## src/rtl/irq_sel_pkg.sv

```systemverilog
// Package: shared privilege encoding for the interrupt selector.
// Assumes two-bit privilege values; the encoding 2 is reserved and is
// treated as "below machine, above supervisor".
package irq_sel_pkg;
    typedef enum logic [1:0] {
        PRIV_USER  = 2'd0,
        PRIV_SUPER = 2'd1,
        PRIV_RSVD  = 2'd2,
        PRIV_MACH  = 2'd3
    } priv_e;
endpackage

```

## src/rtl/irq_enable_gate.sv

```systemverilog
// Module: irq_enable_gate
// Derives the global enable for each interrupt group from the privilege
// level and the two global enable bits. Purely combinational.
// Assumes privilege values are ordered user < supervisor < machine.
module irq_enable_gate
    import irq_sel_pkg::*;
(
    input  logic [1:0] priv_i,
    input  logic       m_ie_i,
    input  logic       s_ie_i,
    output logic       m_en_o,
    output logic       s_en_o
);
    priv_e priv;

    // Enable rule: lower privilege always open, same level gated by its bit.
    always_comb begin
        priv   = priv_e'(priv_i);
        m_en_o = (priv != PRIV_MACH) || m_ie_i;
        s_en_o = (priv == PRIV_USER) || ((priv == PRIV_SUPER) && s_ie_i);
    end
endmodule

```

## src/rtl/irq_group_pick.sv

```systemverilog
// Module: irq_group_pick
// Splits pending lines into machine and supervisor groups and returns the
// enabled set to arbitrate on: the machine group if it is non-empty, the
// supervisor group otherwise. Combinational.
module irq_group_pick #(
    parameter int unsigned W = 32
) (
    input  logic [W-1:0] pend_i,
    input  logic [W-1:0] deleg_i,
    input  logic         m_en_i,
    input  logic         s_en_i,
    output logic [W-1:0] grp_o,
    output logic         from_m_o
);
    logic [W-1:0] m_set;
    logic [W-1:0] s_set;

    // Group masks and machine-first fallback.
    always_comb begin
        m_set    = pend_i & ~deleg_i & {W{m_en_i}};
        s_set    = pend_i &  deleg_i & {W{s_en_i}};
        from_m_o = |m_set;
        grp_o    = from_m_o ? m_set : s_set;
    end
endmodule

```

## src/rtl/irq_lowest_index.sv

```systemverilog
// Module: irq_lowest_index
// Finds the lowest set bit of a vector: one-hot form and binary index.
// Built from a prefix-OR chain so the depth grows linearly with W.
module irq_lowest_index #(
    parameter int unsigned W  = 32,
    parameter int unsigned IW = $clog2(W)
) (
    input  logic [W-1:0]  vec_i,
    output logic          any_o,
    output logic [W-1:0]  onehot_o,
    output logic [IW-1:0] idx_o
);
    logic [W:0] seen;

    assign seen[0] = 1'b0;

    genvar g;
    generate
        for (g = 0; g < W; g++) begin : g_chain
            // Bit g wins only if no lower bit is set.
            assign onehot_o[g] = vec_i[g] & ~seen[g];
            assign seen[g+1]   = seen[g] | vec_i[g];
        end
    endgenerate

    assign any_o = seen[W];

    // Encode the one-hot winner into a binary index.
    always_comb begin
        idx_o = '0;
        for (int i = 0; i < W; i++) begin
            if (onehot_o[i]) idx_o = idx_o | IW'(i);
        end
    end
endmodule

```

## src/rtl/irq_select_top.sv

```systemverilog
// Module: irq_select_top
// Registered interrupt selector. Each cycle it evaluates pending lines,
// delegation, privilege and enables. It then registers a take strobe and a
// cause word (MSB marks an interrupt, low bits give the line index).
// Assumes XLEN is 32 or 64. The cause holds its value when nothing is taken.
module irq_select_top #(
    parameter int unsigned XLEN = 32
) (
    input  logic            clk,
    input  logic            rst_n,
    input  logic [XLEN-1:0] pend_i,
    input  logic [XLEN-1:0] deleg_i,
    input  logic [1:0]      priv_i,
    input  logic            m_ie_i,
    input  logic            s_ie_i,
    input  logic            dbg_mode_i,
    output logic            take_o,
    output logic [XLEN-1:0] cause_o
);
    localparam int unsigned IW = $clog2(XLEN);

    logic            m_en, s_en;
    logic [XLEN-1:0] grp;
    logic            grp_from_m;
    logic            grp_any;
    logic [XLEN-1:0] sel_onehot;
    logic [IW-1:0]   sel_idx;
    logic            take_next;
    logic [XLEN-1:0] cause_next;

    irq_enable_gate u_gate (
        .priv_i (priv_i),
        .m_ie_i (m_ie_i),
        .s_ie_i (s_ie_i),
        .m_en_o (m_en),
        .s_en_o (s_en)
    );

    irq_group_pick #(.W(XLEN)) u_pick (
        .pend_i   (pend_i),
        .deleg_i  (deleg_i),
        .m_en_i   (m_en),
        .s_en_i   (s_en),
        .grp_o    (grp),
        .from_m_o (grp_from_m)
    );

    irq_lowest_index #(.W(XLEN), .IW(IW)) u_low (
        .vec_i    (grp),
        .any_o    (grp_any),
        .onehot_o (sel_onehot),
        .idx_o    (sel_idx)
    );

    // Next-state values: debug mode blocks the take, and the cause word is formed.
    always_comb begin
        take_next             = grp_any && !dbg_mode_i;
        cause_next            = '0;
        cause_next[XLEN-1]    = 1'b1;
        cause_next[IW-1:0]    = sel_idx;
    end

    // Output register: clear on reset, load cause only when taking.
    always_ff @(posedge clk) begin
        if (!rst_n) begin
            take_o  <= 1'b0;
            cause_o <= '0;
        end else begin
            take_o <= take_next;
            if (take_next) cause_o <= cause_next;
        end
    end

    // machine level with its enable clear takes nothing.
    assert_mach_masked_R2: assert property (@(posedge clk) disable iff (!rst_n)
        (priv_i == 2'd3 && !m_ie_i) |=> !take_o);

    // supervisor level, enable clear, no machine line pending -> nothing taken.
    assert_super_masked_R3: assert property (@(posedge clk) disable iff (!rst_n)
        (priv_i == 2'd1 && !s_ie_i && ((pend_i & ~deleg_i) == '0)) |=> !take_o);

    // an enabled machine-group line forces arbitration on the machine group.
    assert_mach_first_R4: assert property (@(posedge clk) disable iff (!rst_n)
        (m_en && ((pend_i & ~deleg_i) != '0)) |-> grp_from_m);

    // the winner is single and no lower bit of the group is set.
    assert_lowest_R5: assert property (@(posedge clk) disable iff (!rst_n)
        $onehot0(sel_onehot) && ((grp & (sel_onehot - 1'b1)) == '0));

    // a taken interrupt always carries the marker bit.
    assert_marker_R6: assert property (@(posedge clk) disable iff (!rst_n)
        take_o |-> cause_o[XLEN-1]);

    // debug mode blocks a take at the next edge.
    assert_debug_block_R7: assert property (@(posedge clk) disable iff (!rst_n)
        dbg_mode_i |=> !take_o);

    // the cause word only changes together with a take.
    assert_cause_hold_R8: assert property (@(posedge clk) disable iff (!rst_n)
        !take_o |-> $stable(cause_o));
endmodule

```

## config.mk

```make
export PLATFORM = sky130hd
export DESIGN_NAME = irq_select_top
export DESIGN_NICKNAME = d
export VERILOG_FILES = /design/src/rtl/irq_sel_pkg.sv /design/src/rtl/irq_enable_gate.sv /design/src/rtl/irq_group_pick.sv /design/src/rtl/irq_lowest_index.sv /design/src/rtl/irq_select_top.sv
export SDC_FILE = /design/constraint.sdc
export NUM_CORES = 1
export LEC_CHECK = 0
export BUFFER_PORTS_ARGS = -buffer_cell sky130_fd_sc_hd__clkbuf_2
export CAP_MARGIN = 20
export CORE_ASPECT_RATIO = 1.25
export CORE_MARGIN = 2
export CORE_UTILIZATION = 35
export DETAILED_ROUTE_END_ITERATION = 8
export GPL_TIMING_DRIVEN = 0
export PLACE_DENSITY_LB_ADDON = 0.08
export SYNTH_ARGS = -nofsm -noshare
export SYNTH_HDL_FRONTEND = slang
export SYNTH_SLANG_ARGS = --single-unit
```

## constraint.sdc

```tcl
create_clock -name clk -period 2.1 [get_ports clk]
set_clock_uncertainty 0.15 [all_clocks]
set_input_delay 0 -clock clk [delete_from_list [all_inputs] [get_ports clk]]
set_output_delay 0 -clock clk [all_outputs]
set_load 0.01 [all_outputs]
```

* Yosys cells after proc, flatten, opt, wreduce, memory -nomap -nowiden
Cells that the tools add are included.
** Operators by class
- Div/mod/pow operators :: 0
- Bitwise logic cells :: 98
- Mux-type cells :: 34
- Multiply operators :: 0
- Shifts and indexed selects :: 0
- Add/subtract/negate cells :: 0
- Reductions and logical operators :: 7
- Magnitude comparators :: 0
- Equal/unequal tests :: 3
** Operator list (number)
- $and 32x32->32 :: 4
- $mux 32 :: 3
- $mux 5 :: 16
- $mux 4 :: 8
- $not 32->32 :: 1
- $reduce_or 32->1 :: 1
- $and 1x1->1 :: 31
- $not 1->1 :: 31
- $or 1x1->1 :: 31
- $mux 3 :: 4
- $mux 2 :: 2
- $eq 2x1->1 const B :: 1
- $logic_and 1x1->1 :: 2
- $logic_not 2->1 :: 1
- $logic_or 1x1->1 :: 2
- $ne 2x1->1 const B :: 1
- $ne 2x2->1 const B :: 1
- $logic_not 1->1 :: 1
- $mux 1 :: 1
** Word-level totals
- Memories kept :: 0
- Memory bits (read-only) :: 0
- Input port bits :: 71
- Word-level logic and storage cells :: 144
- Bits in latches :: 0
- Memory bits (writable) :: 0
- Register bits :: 33

* Longest topological paths before layout
- Word-level depth :: 40
- Gate-level depth with buffers :: 12

* Cells and area by module
From an unflattened synthesis, not the netlist that was laid out.
** Unflattened totals
- Cells, all modules :: 313
- Area, all modules :: 2262.2 um^2
** Modules (own cells, without submodules)
- irq_group_pick :: times used 1, sequential area each 0.0 um^2, area an instance 1009.7 um^2, cells an instance 140
- irq_lowest_index :: times used 1, sequential area each 0.0 um^2, area an instance 758.2 um^2, cells an instance 116
- irq_select_top :: times used 1, sequential area each 140.1 um^2, area an instance 474.2 um^2, cells an instance 54
- irq_enable_gate :: times used 1, sequential area each 0.0 um^2, area an instance 20.0 um^2, cells an instance 3

* Least setup slack after synthesis
OpenSTA, ideal clock, no wires.
- Kind :: input -> register
- Start :: in deleg_i[9]
- End :: reg cause_o[3]
- Slack :: -0.144 ns
- Cell stages on the path :: 9
- Buffers on the path :: 1
- Setup time :: 0.119 ns
- Arrival :: 1.976 ns
- Data required time :: 1.831 ns
- Path through :: and2b_1 > nor3_1 > nand3_1 > buf_2 > o41ai_2 > a2111o_1 > nor4_4 > a41oi_4 > o221a_1
** Between the ends
- Word-level cells in the longest chain between the ends :: 40
- Elaborated cells between the ends (all ways) :: 98
** Ends and longest elaborated chain
- start, declared :: RTL line irq_select_top.sv:12 : input logic [XLEN-1:0] deleg_i,
- $not 32->32 :: RTL line irq_group_pick.sv:20 : m_set = pend_i & ~deleg_i & {W{m_en_i}};
- $and 32x32->32 (2 in series) :: RTL line irq_group_pick.sv:20
- $reduce_or 32->1 :: RTL line irq_group_pick.sv:22 : from_m_o = |m_set;
- $mux 32 (*) :: RTL line irq_group_pick.sv:23 : grp_o = from_m_o ? m_set : s_set;
- $or 1x1->1 (7 in series) :: RTL line irq_lowest_index.sv:22 : assign seen[g+1] = seen[g] | vec_i[g];
- $not 1->1 or $or 1x1->1 (tied branches) :: RTL line irq_lowest_index.sv:21, irq_lowest_index.sv:22
- $and 1x1->1, or another cell as far along :: RTL line irq_lowest_index.sv:21 : assign onehot_o[g] = vec_i[g] & ~seen[g];
- $mux 4, or another cell as far along (7 in series) :: RTL line irq_lowest_index.sv:32 : if (onehot_o[i]) idx_o = idx_o | IW'(i);
- $mux 4 or $or 1x1->1 (tied branches) :: RTL line irq_lowest_index.sv:32, irq_lowest_index.sv:22
- $mux 5 or $or 1x1->1 (tied branches) (6 in series) :: RTL line irq_lowest_index.sv:32, irq_lowest_index.sv:22
- $mux 5, or another cell as far along (8 in series) :: RTL line irq_lowest_index.sv:32
- $mux 5 or $and 1x1->1 (tied branches) :: RTL line irq_lowest_index.sv:32, irq_lowest_index.sv:21
- $mux 5 :: RTL line irq_lowest_index.sv:32
- $mux 32 :: RTL line irq_select_top.sv:70 : if (take_next) cause_o <= cause_next;
- $mux 32 :: RTL line irq_select_top.sv:65 : if (!rst_n) begin
- end signal, assigned :: RTL line irq_select_top.sv:70
- end, declared :: RTL line irq_select_top.sv:18 : output logic [XLEN-1:0] cause_o
Mark *: on every way between the ends. The rest lies on a longest branch, timed or not. The select of a mux whose other input is x is not followed.
A chain may end at the register's enable or synchronous reset.

* Worst setup path after layout
- Start :: in pend_i[27]
- End :: reg cause_o[0]
** Between the ends
- Word-level cells in the longest chain between the ends :: 39
- Elaborated cells between the ends (all ways) :: 104
** Ends and longest elaborated chain
- start, declared :: RTL line irq_select_top.sv:11 : input logic [XLEN-1:0] pend_i,
- $and 32x32->32 (2 in series) :: RTL line irq_group_pick.sv:20
- $reduce_or 32->1 :: RTL line irq_group_pick.sv:22
- $mux 32 (*) :: RTL line irq_group_pick.sv:23
- $not 1->1 or $or 1x1->1 (tied branches) :: RTL line irq_lowest_index.sv:21, irq_lowest_index.sv:22
- $and 1x1->1 or $or 1x1->1 (tied branches) :: RTL line irq_lowest_index.sv:21, irq_lowest_index.sv:22
- $mux 1, or another cell as far along :: RTL line irq_lowest_index.sv:32
- $mux 2, or another cell as far along (2 in series) :: RTL line irq_lowest_index.sv:32
- $mux 3, or another cell as far along (4 in series) :: RTL line irq_lowest_index.sv:32
- $mux 4, or another cell as far along (8 in series) :: RTL line irq_lowest_index.sv:32
- $mux 5, or another cell as far along (13 in series) :: RTL line irq_lowest_index.sv:32
- $mux 5 or $not 1->1 (tied branches) :: RTL line irq_lowest_index.sv:32, irq_lowest_index.sv:21
- $mux 5 or $and 1x1->1 (tied branches) :: RTL line irq_lowest_index.sv:32, irq_lowest_index.sv:21
- $mux 5 :: RTL line irq_lowest_index.sv:32
- $mux 32 :: RTL line irq_select_top.sv:70
- $mux 32 :: RTL line irq_select_top.sv:65
Marks and branches as above.

==> metrics.cfg <==
[layout]
area_delta_synth_final_pct=59.9
register_area_um2=140
fin_nets=472
n_antenna_cell=0
finalNonFillerCells=462
fin_util_pct=58.6
n_fill_cell=493
multi_input_area_um2=1840
drive_above_1_share_pct=48.5

[sta]
period_share_pct=110
fin_ws_ns=-0.200
hold_violations=0
fin_crit_ns=2.30
slew_viol_final=0
rsz0062_at_grt=true
fin_hold_ws_ns=0.0121
final-setup-viol-count=7
max_freq_ghz=0.435

[routing]
ant_nets=0
num_vias=2444
drt_pass1_iterations=4
wl_um=6750
routedWlPerCell_um=14.6
drc_errors=0
drt_iter0_markers=181
avgViaCountPerCell=5.29

[min_path]
hold_class=input pin to flop

[floorplanning]
start_util_pct=36.7
io_pins=104
row_count=29
die_x_um=69.7
die_area_um2=6010
core_um2=5150
die_h_um=86.1

[grt]
grt_start_max_net_pins=11
grt_pass1_vias=2229
grt_overflow=0
antenna_found_initial=0
grt_pass1_wl_um=10300
grt_usage_pct=20.9

[synth]
netlist_area_um2=1890
yosysSeqAreaShare_pct=7.42
synthArstFlopShare_pct=0
yosys.area.top_type=buf_4
synth.top_cell.area_share_pct=11.1
synth-edff-count=0
ys.flop_type=dfxtp_1
synth.most_common_cell=nand2_1
ys_top_cells_by_area=buf_4, dfxtp_1, nand2_1
synth.distinct_cells=67
ys_ff_latch=7
syn_avg_cell_area_um2=6.97
netlist_instances=271
synth.top_cells.by_count=nand2_1, buf_4, a21oi_1
yosys_warnings=0

[place]
numPortBuffers=77
pre_cts_ws_ns=-0.777
dpl.cell_count=435
place.gp.congestion=0.909
detailed_place_hpwl_um=5060

[critical_path]
cp_slowest_cell=o41ai_4
cp.required_ns=2.09
critPathLaunchType=input pin
worstSetupPathType=input pin to flop
cpLargestDelayFamily=compound AO/OA/AOI/OAI gates
cp_max_fo=5
cpPeakStageDelay_ns=0.44
crit_chain=clkbuf_2, nor2b_4, nor4b_2, nand4_1, buf_4, o41ai_4, a21oi_2, and3_2, a41oi_4, buf_6, o21ai_2, a41oi_1
crit_arrival_ns=2.29
endpoint_kind=flop
crit_buf_inv=3

[clock_network]
cts-root-buf=clkbuf_8
path_clk_slew_ns=0.04
numCtsBuffers=3
cts_sinks=7
clkLatencyLatePin_ns=0.23
cts_htree_levels=1
tritoncts=done
clockBufferDepth=2

[job]
maxCapViolCount=0

[status]
status=complete, but fails checks
violations=setup timing

[power]
powerDensity_nw_per_um2=291
peakVddDrop_uv=111
power.leakage_nw=1.54

-- routing by layer --
layer | GRT usage (%) | vias to the layer above | share of wire, %
li1 | - | 1233 | -
met1 | 25.2 | 1110 | 42
met2 | 39.4 | 95 | 52
met3 | 1.88 | 6 | 5.5
met4 | 6.12 | 0 | 0.84
met5 | 0 | - | 0
-- kinds of logic after synthesis --
| kind of cell | after synthesis | synth area share, % |
|---|---|---|
| simple gates | 111 | 33.4 |
| compound gates | 100 | 41.8 |
| buf+inv | 51 | 16.6 |
| flops | 7 | 7.42 |
| mux | 1 | 0.530 |
| other cells | 1 | 0.198 |
-- what timing repair did --
item / in CTS / in global routing
resized for setup: 45 / 27
gates cloned: 2 / 0
endpoints found under the setup margin: 7 / 7
setup buffers: 16 / 4
pin swaps: 16 / 9
endpoints found under the hold margin: 7 / 0
hold buffers: 1 / 0
-- path summary, 6_finish.rpt --
check	slack, ns	cells after the start	to	from
setup / recovery	-0.20	12	cause_o[0]	pend_i[27]
hold / removal	0.01	2	cause_o[3]	dbg_mode_i
setup reg to reg	1.28	2	cause_o[0]	cause_o[0]
hold reg to reg	0.32	1	cause_o[31]	cause_o[31]
-- layout by cell type, fill, tap and decap left out, types with 3 or more instances in the layout --
cell and count:
dfxtp_1 7, buf_4 47, buf_6 7, nor2_1 15, nand3_1 5, o211ai_1 3, nand2b_1 8, nor2b_1 4
a22oi_1 4, and2_1 4, o21ai_0 12, inv_1 15, a21oi_2 4, o41ai_4 5, a21o_1 5, nand4_1 3
nand2b_4 5, a21oi_1 15, a211o_1 4, nor2b_4 5, clkbuf_2 78, o31ai_1 3, conb_1 26, clkbuf_8 4
nand2_1 34, a31oi_1 5
-- power by group --
group	leakage [nW]	switching (mW)	internal [mW]
Sequential	0.0581	0.00532	0.143
Combinational	1.46	0.283	0.256
Clock	0.0255	0.0626	0.129
Total	1.54	0.351	0.528
-- cell type report --
cell class / count / share of cell area [%]
Buffer: 36 / 9.40
Clock buffer: 3 / 1.37
Clock inverter: 1 / 0.166
Inverter: 15 / 1.86
Multi-Input combinational cell: 238 / 61.0
Sequential cell: 7 / 4.64
Tap cell: 62 / 2.57
Timing Repair Buffer: 100 / 19.0
-- state kept, by name, summed over array words and instances (netlist names) --
register and cells:
cause_o 6, take_o 1
-- stage by stage --
stage / setup TNS [ns] / power (mW) / cell area (µm²)
3_5_place_dp: -4.55 / 0.584 / 2460
4_1_cts: -0.576 / 0.840 / 2850
5_1_grt: -1.91 / 0.937 / 3020
3_3_place_gp: -4.72 / 0.583 / 2460
6_report: -0.972 / 0.879 / 3020
2_1_floorplan: -0.294 / 0.434 / 1990
-- worst register-to-register path, stage by stage (launching register included) --
cell and delay, ns:
dfxtp_1 0.34, o21ai_2 0.07, a41oi_1 0.17
(Power assumes the default switching activity.)
